==> src/rtl/bcd_evt_pkg.sv <==
package bcd_evt_pkg;
  localparam int DIGIT_W = 4;
  typedef logic [DIGIT_W-1:0] bcd_t;
  localparam bcd_t BCD_TOP = 4'd9;
endpackage

==> src/rtl/bcd_decade.sv <==
module bcd_decade
  import bcd_evt_pkg::*;
(
  input  logic clk_i,
  input  logic rst_ni,
  input  logic clr_i,
  input  logic inc_i,
  output bcd_t digit_o,
  output logic carry_o
);
  bcd_t digit_q;

  always_ff @(posedge clk_i or negedge rst_ni) begin
    if (!rst_ni)       digit_q <= '0;
    else if (clr_i)    digit_q <= '0;
    else if (inc_i)    digit_q <= (digit_q == BCD_TOP) ? '0 : digit_q + 4'd1;
  end

  assign digit_o = digit_q;
  assign carry_o = inc_i && (digit_q == BCD_TOP);

  assert_digit_range_R3: assert property (@(posedge clk_i) disable iff (!rst_ni)
    digit_o <= BCD_TOP);
  assert_wrap_on_carry_R3: assert property (@(posedge clk_i) disable iff (!rst_ni)
    carry_o && !clr_i |=> digit_o == '0);
endmodule

==> src/rtl/bcd_count_chain.sv <==
module bcd_count_chain
  import bcd_evt_pkg::*;
#(
  parameter int NUM_DIGITS = 8
) (
  input  logic                              clk_i,
  input  logic                              rst_ni,
  input  logic                              clr_i,
  input  logic                              inc_i,
  output logic [NUM_DIGITS-1:0][DIGIT_W-1:0] digits_o,
  output logic                              overflow_o
);
  logic [NUM_DIGITS:0] carry;
  logic                ovf_q;

  assign carry[0] = inc_i;

  for (genvar i = 0; i < NUM_DIGITS; i++) begin : g_decade
    bcd_decade u_decade (
      .clk_i   (clk_i),
      .rst_ni  (rst_ni),
      .clr_i   (clr_i),
      .inc_i   (carry[i]),
      .digit_o (digits_o[i]),
      .carry_o (carry[i+1])
    );
  end

  always_ff @(posedge clk_i or negedge rst_ni) begin
    if (!rst_ni)                 ovf_q <= 1'b0;
    else if (clr_i)              ovf_q <= 1'b0;
    else if (carry[NUM_DIGITS])  ovf_q <= 1'b1;
  end

  assign overflow_o = ovf_q;

  assert_hold_without_event_R2: assert property (@(posedge clk_i) disable iff (!rst_ni)
    !inc_i && !clr_i |=> $stable(digits_o));
  assert_overflow_set_R4: assert property (@(posedge clk_i) disable iff (!rst_ni)
    carry[NUM_DIGITS] && !clr_i |=> overflow_o && digits_o == '0);
  assert_overflow_sticky_R4: assert property (@(posedge clk_i) disable iff (!rst_ni)
    overflow_o && !clr_i |=> overflow_o);
  assert_clear_zeroes_R7: assert property (@(posedge clk_i) disable iff (!rst_ni)
    clr_i |=> digits_o == '0 && !overflow_o);
endmodule

==> src/rtl/digit_serializer.sv <==
module digit_serializer
  import bcd_evt_pkg::*;
#(
  parameter int NUM_DIGITS = 8
) (
  input  logic                              clk_i,
  input  logic                              rst_ni,
  input  logic                              load_i,
  input  logic [NUM_DIGITS-1:0][DIGIT_W-1:0] par_i,
  output bcd_t                              digit_o,
  output logic                              valid_o
);
  localparam int CNT_W = $clog2(NUM_DIGITS + 1);

  logic [NUM_DIGITS-1:0][DIGIT_W-1:0] hold_q;
  logic [CNT_W-1:0]                   left_q;

  always_ff @(posedge clk_i or negedge rst_ni) begin
    if (!rst_ni) begin
      hold_q <= '0;
      left_q <= '0;
    end else if (load_i) begin
      hold_q <= par_i;
      left_q <= CNT_W'(NUM_DIGITS);
    end else if (left_q != '0) begin
      hold_q <= hold_q << DIGIT_W;  // next lower digit moves to the top
      left_q <= left_q - 1'b1;
    end
  end

  assign digit_o = hold_q[NUM_DIGITS-1];
  assign valid_o = (left_q != '0);

  assert_load_starts_msd_R5: assert property (@(posedge clk_i) disable iff (!rst_ni)
    load_i |=> valid_o && digit_o == $past(par_i[NUM_DIGITS-1]));
  assert_idle_stays_idle_R6: assert property (@(posedge clk_i) disable iff (!rst_ni)
    !load_i && !valid_o |=> !valid_o);
  assert_digit_is_bcd_R6: assert property (@(posedge clk_i) disable iff (!rst_ni)
    valid_o |-> digit_o <= BCD_TOP);
endmodule

==> src/rtl/bcd_event_counter.sv <==
module bcd_event_counter
  import bcd_evt_pkg::*;
#(
  parameter int NUM_DIGITS = 8
) (
  input  logic       clk_i,
  input  logic       rst_ni,
  input  logic       gate_i,
  input  logic       event_i,
  input  logic       clear_i,
  input  logic       xfer_i,
  output logic [3:0] digit_o,
  output logic       digit_valid_o,
  output logic       overflow_o
);
  logic [NUM_DIGITS-1:0][DIGIT_W-1:0] live_digits;
  logic                               count_en;

  assign count_en = gate_i && event_i;

  bcd_count_chain #(.NUM_DIGITS(NUM_DIGITS)) u_chain (
    .clk_i      (clk_i),
    .rst_ni     (rst_ni),
    .clr_i      (clear_i),
    .inc_i      (count_en),
    .digits_o   (live_digits),
    .overflow_o (overflow_o)
  );

  digit_serializer #(.NUM_DIGITS(NUM_DIGITS)) u_ser (
    .clk_i   (clk_i),
    .rst_ni  (rst_ni),
    .load_i  (xfer_i),
    .par_i   (live_digits),
    .digit_o (digit_o),
    .valid_o (digit_valid_o)
  );

  assert_snapshot_pre_edge_R10: assert property (@(posedge clk_i) disable iff (!rst_ni)
    xfer_i |=> digit_o == $past(live_digits[NUM_DIGITS-1]));
  assert_xfer_clear_R9: assert property (@(posedge clk_i) disable iff (!rst_ni)
    xfer_i && clear_i |=> digit_valid_o && live_digits == '0);
endmodule

==> config.mk <==
export PLATFORM = sky130hd
export DESIGN_NAME = bcd_event_counter
export DESIGN_NICKNAME = d
export VERILOG_FILES = /design/src/rtl/bcd_evt_pkg.sv /design/src/rtl/bcd_decade.sv /design/src/rtl/bcd_count_chain.sv /design/src/rtl/digit_serializer.sv /design/src/rtl/bcd_event_counter.sv
export SDC_FILE = /design/constraint.sdc
export NUM_CORES = 1
export LEC_CHECK = 0
export ABC_AREA = 1
export BUFFER_PORTS_ARGS = -buffer_cell sky130_fd_sc_hd__buf_2
export CAP_MARGIN = 40
export CORE_ASPECT_RATIO = 0.7
export CORE_MARGIN = 8
export CORE_UTILIZATION = 40
export CTS_CLUSTER_SIZE = 28
export DETAILED_ROUTE_END_ITERATION = 10
export PLACE_DENSITY = 0.66
export SYNTH_ARGS = -nofsm -noshare
export SYNTH_HDL_FRONTEND = slang
export SYNTH_SLANG_ARGS = --single-unit
==> constraint.sdc <==
create_clock -name clk_i -period 4.8 [get_ports clk_i]
set_input_delay 0.72 -clock clk_i [delete_from_list [all_inputs] [get_ports clk_i]]
set_output_delay 0.72 -clock clk_i [all_outputs]
set_load 0.05 [all_outputs]
==> metrics.md, run 1 <==
| Metric | Value |
|---|---|
| Outcome | `completed` |
| CTS Hold Bufs | `0` |
| CTS tree | `built` |
| Initial core utilization | `40.3%` |
| Clock Sinks | `69` |
| EDFF count, synth | `0` |
| Slew Viols, Final | `0` |
| DRC Markers | `0` |
| Vias in the first global route | `2649` |
| Worst slack, placed | `2.60 ns` |
| Worst Setup Path Type | `flip-flop to output pin` |
| Synth top area share | `48.2%` |
| Critical path arrival | `1.62 ns` |
| Post-route design area | `0.00400 mm2` |
| Crit path launch type | `flip-flop` |
| Clk_lat worst skew | `0.33 ns` |
| Post-layout min period | `2.34 ns` |
| Layout Skew | `0.00336 ns` |
| Final hold violations | `0` |
| Dominant cell type by area after synthesis | `dfrtp_1` |
| # rows | `29` |
| Clock transition at path regs | `0.05 ns` |
| Final #Nets | `446` |
| Clock Tree Buf Depth | `2` |
| DR WL/cell | `13.2 um` |
| First-pass GRT wire length | `12500 um` |
| Critical Path Fanout Max | `8` |
| MaxCap Viol Count | `0` |
| Crit path capture type | `output pin` |
| Post-synthesis register bit count | `69` |
| Syn nets | `440` |
| Global route overflow | `0` |
| RSZ-0062 raised after global routing | `false` |
| Netlist Area Pre-Place | `0.00358 mm2` |
| Placed wire-length estimate | `5090 um` |
| Via density | `4.96` |
| Final worst setup slack | `2.46 ns` |
| Setup TNS | `0 ns` |
| Initial antenna violation count | `0` |
| H-tree depth | `3` |
| Die ar. | `0.0123 mm2` |
| Fill cell count | `858` |
| Area Growth Syn to Fin | `11.6%` |
| DP Area | `0.00370 mm2` |
| DR vias | `2733` |
| Leakage | `1.88 nW` |
| Slowest stage cell, crit path | `dfrtp_1` |
| Async S/R FF share, synth | `100%` |
| All-Layer GR Usage | `13.1%` |
| RD Place Congestion | `0.800` |
| Drt pass-1 iters | `4` |
| DRT antenna net count | `0` |
| Post-synth cell types | `35` |
| Worst-Margin Slew | `0.733 ns` |
| Setup violators final | `0` |
| CTS Buf Count | `9` |
| R2R setup slack | `2.83 ns` |
| Largest cells by area after synthesis | `dfrtp_1, nand2_1, ha_1` |
| Ys Warns | `0` |
| Sequential fraction of the synthesis area | `48.2%` |
| CTS-repair resized insts | `0` |
| Cells after Synth | `417` |
| Fmax | `0.427 GHz` |
| DRT iter0 DRCs | `196` |
| Worst endpoint required time | `4.08 ns` |
| CTS Root Cell | `clkbuf_16` |
| Slowest stage delay, CP | `0.35 ns` |
| Worst hold path class | `primary input to async pin` |
| Setup bufs post-CTS | `0` |
| Avg Cell Area, Syn | `8.60 um2` |
| Total Wirelength | `7290 um` |
| Core area | `0.00889 mm2` |
| Ant diodes | `0` |
| Cells traversed along the worst timing path | `inv_1, ha_1, nand2_2, nor2_4, inv_2, buf_2` |
| P per Cell Area | `396 mW/mm2` |
| Relative slew slack | `51.1%` |
| Worst IR Drop VDD | `0.000158 V` |
| Final Cycle Share | `48.8%` |
| Chip Width | `129 um` |
| Ports | `12` |
| Share of cells above drive strength 1 | `10.1%` |
| Overall Power | `1.58 mW` |
| Die Y-Extent | `95.2 um` |
| Largest net degree at the start of global routing | `43` |
| Port Buffers | `11` |
| Dominant synthesized flop cell | `dfrtp_1` |
[placed cells by master, fill, tap and decap left out, drive strengths merged, types with 8 or more instances in the layout]
| master | synthesis | layout |
|---|---|---|
| nand2 | 97 | 97 |
| dfrtp | 69 | 69 |
| inv | 46 | 46 |
| nor2 | 44 | 44 |
| o21ai | 41 | 41 |
| nand3 | 26 | 26 |
| ha | 17 | 17 |
| clkbuf | 2 | 14 |
| a31oi | 12 | 12 |
| buf | 15 | 12 |
| xor2 | 9 | 9 |
| a21oi | 8 | 8 |
[state kept, by name, summed over array words and instances, names as in the netlist]
register	flops
u_chain.overflow_o	1
u_ser.hold_q	28
u_chain.g_decade.u_decade.digit_o	32
u_ser.left_q	4
u_ser.digit_o	4
[cells in the mapped netlist (4+ instances only)]
library cell / count
a21oi_1: 8
a31oi_1: 12
buf_2: 8
buf_4: 4
dfrtp_1: 69
ha_1: 17
inv_1: 42
inv_2: 4
nand2_1: 93
nand3_1: 25
nand4_1: 5
nor2_1: 36
nor2_4: 4
nor3_1: 5
o21ai_0: 40
o22ai_1: 4
xor2_1: 9
[worst max-delay path: cells and delay by family, from the launching register on]
family / cells / cell delay [ns]
buf+inv: 3 / 0.46
flops: 1 / 0.35
simple gates: 2 / 0.27
fa+ha+maj: 1 / 0.19
[path summary, 6_finish.rpt]
check	startpoint	to	cells after the start
min in group clk_i	u_ser.left_q[1]	u_ser.left_q[1]	2
setup / recovery	u_ser.left_q[0]	digit_valid_o	6
hold reg to reg	u_ser.left_q[1]	u_ser.left_q[1]	2
max in group asynchronous	rst_ni	u_ser.hold_q[10]	2
hold / removal	rst_ni	u_chain.g_decade[1].u_decade.digit_o[3]	1
setup reg to reg	u_ser.left_q[0]	u_ser.hold_q[20]	9
[layer usage]
| layer | part of all wire, % | global-route usage [%] |
|---|---|---|
| met5 | 0 | 0 |
| met3 | 5.3 | 4.47 |
| met2 | 44 | 19.6 |
| met4 | 0.75 | 4.67 |
| met1 | 50 | 17.3 |
[report_power, final]
group	leakage [nW]	switching (mW)	internal, mW
combinational	0.809	0.177	0.0657
clock	0.143	0.232	0.428
sequential	0.930	0.0359	0.644
[stage by stage]
stage	hold slack (ns)	cells	utilization [%]
2_1_floorplan	0.424	417	-
3_3_place_gp	0.464	536	41.7
3_5_place_dp	0.470	536	41.7
4_1_cts	0.433	551	45.0
5_1_grt	0.466	551	45.0
6_report	0.414	551	45.0
[cell type report]
class	instances	area [um2]	area share, %
inverter	46	173	4.32
sequential	69	1730	43.2
multi-input combinational	285	1590	39.7
clock inverter	1	30.0	0.751
timing repair buffer	12	62.6	1.56
clock buffer	14	264	6.60
tap	124	155	3.88
[cell families after synthesis]
kind of cell / share of synthesized area (%)
flops: 48.2
buf+inv: 7.54
compound gates: 12.5
xor+xnor: 2.93
fa+ha+maj: 5.93
simple gates: 23.0
(Power assumes the default switching activity.)
==> run 2, diff against run 1 <==
- PLACE_DENSITY: 0.66 -> 0.68
- clock period: 4.8 -> 2.1 ns (I/O delays scaled with it)
==> run 2 against run 1 <==
  * Clock power increased by 130%
  * Critical path depth unchanged
  * Non-clock buffer count increased by 4
  * Hold slack got worse by 0.41 ns
  * Cell count increased by 0.91%
  * Total power increased by 130%
  * Clock skew increased by 0.0027 ns
  * Sequential power increased by 130%
  * Cell area increased by 1.1%
  * Count of clock-buffer cells in the layout decreased by 2
  * Wire length increased by 2.9%
  * Via count increased by 1.4%
  * Critical path type unchanged
  * Largest power group unchanged
==> metrics.md, run 2 (synthesized netlist as in run 1, its figures left out) <==
| Metric | Value |
|---|---|
| Worst-Margin Slew | `0.435 ns (-0.298 ns)` |
| CP bufs+invs | `3 (unchanged)` |
| Commonest non-fill, non-tap cell in the layout | `nand2_1` |
| RSZ-0062 raised after global routing | `false` |
| Share of cells above drive strength 1 | `11.3% (+1.3 points)` |
| Ant diodes | `0 (unchanged)` |
| Clock Tree Buf Depth | `2 (unchanged)` |
| Final cell count without fillers | `556 (+0.91%)` |
| Total Wirelength | `7500 um (+2.9%)` |
| CTS Buf Count | `9 (unchanged)` |
| Core Util, Final | `45.5% (+0.48 points)` |
| Clock Sinks | `69 (unchanged)` |
| Worst slack, placed | `0.317 ns (-2.28 ns)` |
| # rows | `29 (unchanged)` |
| Worst endpoint required time | `1.78 ns (-2.30 ns)` |
| CTS-repair resized insts | `0 (unchanged)` |
| DRT iter0 DRCs | `206 (+5.1%)` |
| Layout Skew | `0.00606 ns (+0.00270 ns)` |
| Cells traversed along the worst timing path | `inv_1, ha_1, nand2_2, nor2_4, inv_2, buf_2` |
| DRT antenna net count | `0 (unchanged)` |
| Final Cycle Share | `88.7%` |
| Largest register FFs | `32 (unchanged)` |
| Largest net degree at the start of global routing | `70 (+63%)` |
| Worst Setup Path Type | `flip-flop to output pin` |
| Via density | `4.98 (+0.44%)` |
| Die Y-Extent | `95.2 um (unchanged)` |
| Worst IR Drop VDD | `0.000488 V (+210%)` |
| Final worst setup slack | `0.237 ns (-2.22 ns)` |
| Die ar. | `0.0123 mm2 (unchanged)` |
| Regs by FF count | `u_chain.g_decade.u_decade.digit_o x32, u_ser.hold_q x28` |
| Placed wire-length estimate | `5110 um (+0.32%)` |
| Slowest stage delay, CP | `0.32 ns (-0.03 ns)` |
| Worst reg2reg path endpoint | `u_chain.g_decade[3].u_decade.digit_o[2]` |
| R2R setup slack | `0.27 ns (-2.56 ns)` |
| Initial core utilization | `40.3% (unchanged)` |
| Fmax | `0.537 GHz` |
| H-tree depth | `3 (unchanged)` |
| RD Place Congestion | `0.860 (+7.5%)` |
| Relative slew slack | `71.0% (+20 points)` |
| P per Cell Area | `898 mW/mm2 (+130%)` |
| Crit path capture type | `output pin` |
| Setup TNS | `0 ns (unchanged)` |
| Leakage | `1.91 nW (+1.3%)` |
| MaxCap Viol Count | `0 (unchanged)` |
| Worst hold path class | `primary input to async pin` |
| Area Growth Syn to Fin | `12.7%` |
| CP delay by family, top | `buffers and inverters` |
| CTS Hold Bufs | `0 (unchanged)` |
| Drt pass-1 iters | `4 (unchanged)` |
| Port Buffers | `11 (unchanged)` |
| Final #Nets | `450 (+0.90%)` |
| CTS Root Cell | `clkbuf_16` |
| DP Area | `0.00375 mm2 (+1.1%)` |
| Clk_lat worst skew | `0.33 ns (about the same)` |
| RR Startpoint | `u_chain.g_decade[0].u_decade.digit_o[1]` |
| Dpl cells | `540 (+0.75%)` |
| Critical path arrival | `1.55 ns (-0.07 ns)` |
| Hold Slack | `0.000883 ns (-0.413 ns)` |
| Commonest non-fill, non-tap cells in the layout | `nand2_1, dfrtp_1, inv_1, o21ai_0, nor2_1` |
| Vias in the first global route | `2730 (+3.1%)` |
| Biggest register | `u_chain.g_decade.u_decade.digit_o` |
| Slowest stage cell, crit path | `dfrtp_1` |
| Global route overflow | `0 (unchanged)` |
| DRC Markers | `0 (unchanged)` |
| Initial antenna violation count | `0 (unchanged)` |
| Critical Path Fanout Max | `6 (-2)` |
| Setup bufs post-CTS | `0 (unchanged)` |
| Clock transition at path regs | `0.05 ns (about the same)` |
| First-pass GRT wire length | `13100 um (+4.4%)` |
| Post-route design area | `0.00404 mm2 (+1.1%)` |
| DR vias | `2770 (+1.4%)` |
| Slew Viols, Final | `0 (unchanged)` |
| Ports | `12 (unchanged)` |
| Reg2Reg Depth | `11 (+2)` |
| All-Layer GR Usage | `13.2% (+0.12 points)` |
| Final hold violations | `0 (unchanged)` |
| Chip Width | `129 um (unchanged)` |
| Overall Power | `3.63 mW (+130%)` |
| Crit path launch type | `flip-flop` |
| Setup violators final | `0 (unchanged)` |
| Post-layout min period | `1.86 ns` |
| Outcome | `completed` |
| CTS tree | `built` |
| Core area | `0.00889 mm2 (unchanged)` |
| DR WL/cell | `13.5 um (+2.0%)` |
run 2: changes by cell type in the layout (fill, tap and decap cells not counted):
cell / change
buf_4: +3
clkinvlp_4: +1
clkbuf_1: -1
clkinv_2: +2
buf_12: +1
clkbuf_8: -1
run 2: power breakdown:
part	total, mW	internal, mW	switching [mW]
logic	0.581	0.167	0.413
clock network	1.49	0.948	0.544
registers	1.56	1.47	0.0836
run 2: worst max-delay path by stage:
stage,depth (start not counted),to,start
after detailed placement,9,u_chain.g_decade[7].u_decade.digit_o[0],u_chain.g_decade[0].u_decade.digit_o[1]
final,6,digit_valid_o,u_ser.left_q[0]
after floorplan,10,u_ser.hold_q[15],u_ser.left_q[0]
after CTS,6,digit_valid_o,u_ser.left_q[0]
after global placement,11,u_chain.g_decade[3].u_decade.digit_o[3],u_chain.g_decade[1].u_decade.digit_o[1]
after global routing,11,u_chain.g_decade[3].u_decade.digit_o[2],u_chain.g_decade[0].u_decade.digit_o[1]
run 2: final cells by class:
cell class,count,area [um2]
inverters,46,173
clock buffers,12,246
clock inverters,4,47.5
well taps,124,155
flip-flops and latches,69,1730
fillers,864,4850
multi-input cells,285,1590
repair buffers,16,105
run 2: layer usage:
layer  wire length [um]  global-route usage, %  up-vias
met5                  0                      0        -
met4                 12                   3.80        0
met3                361                   3.85        2
met2               3330                   19.6       55
met1               3790                   18.3     1326
li1                   -                      -     1387
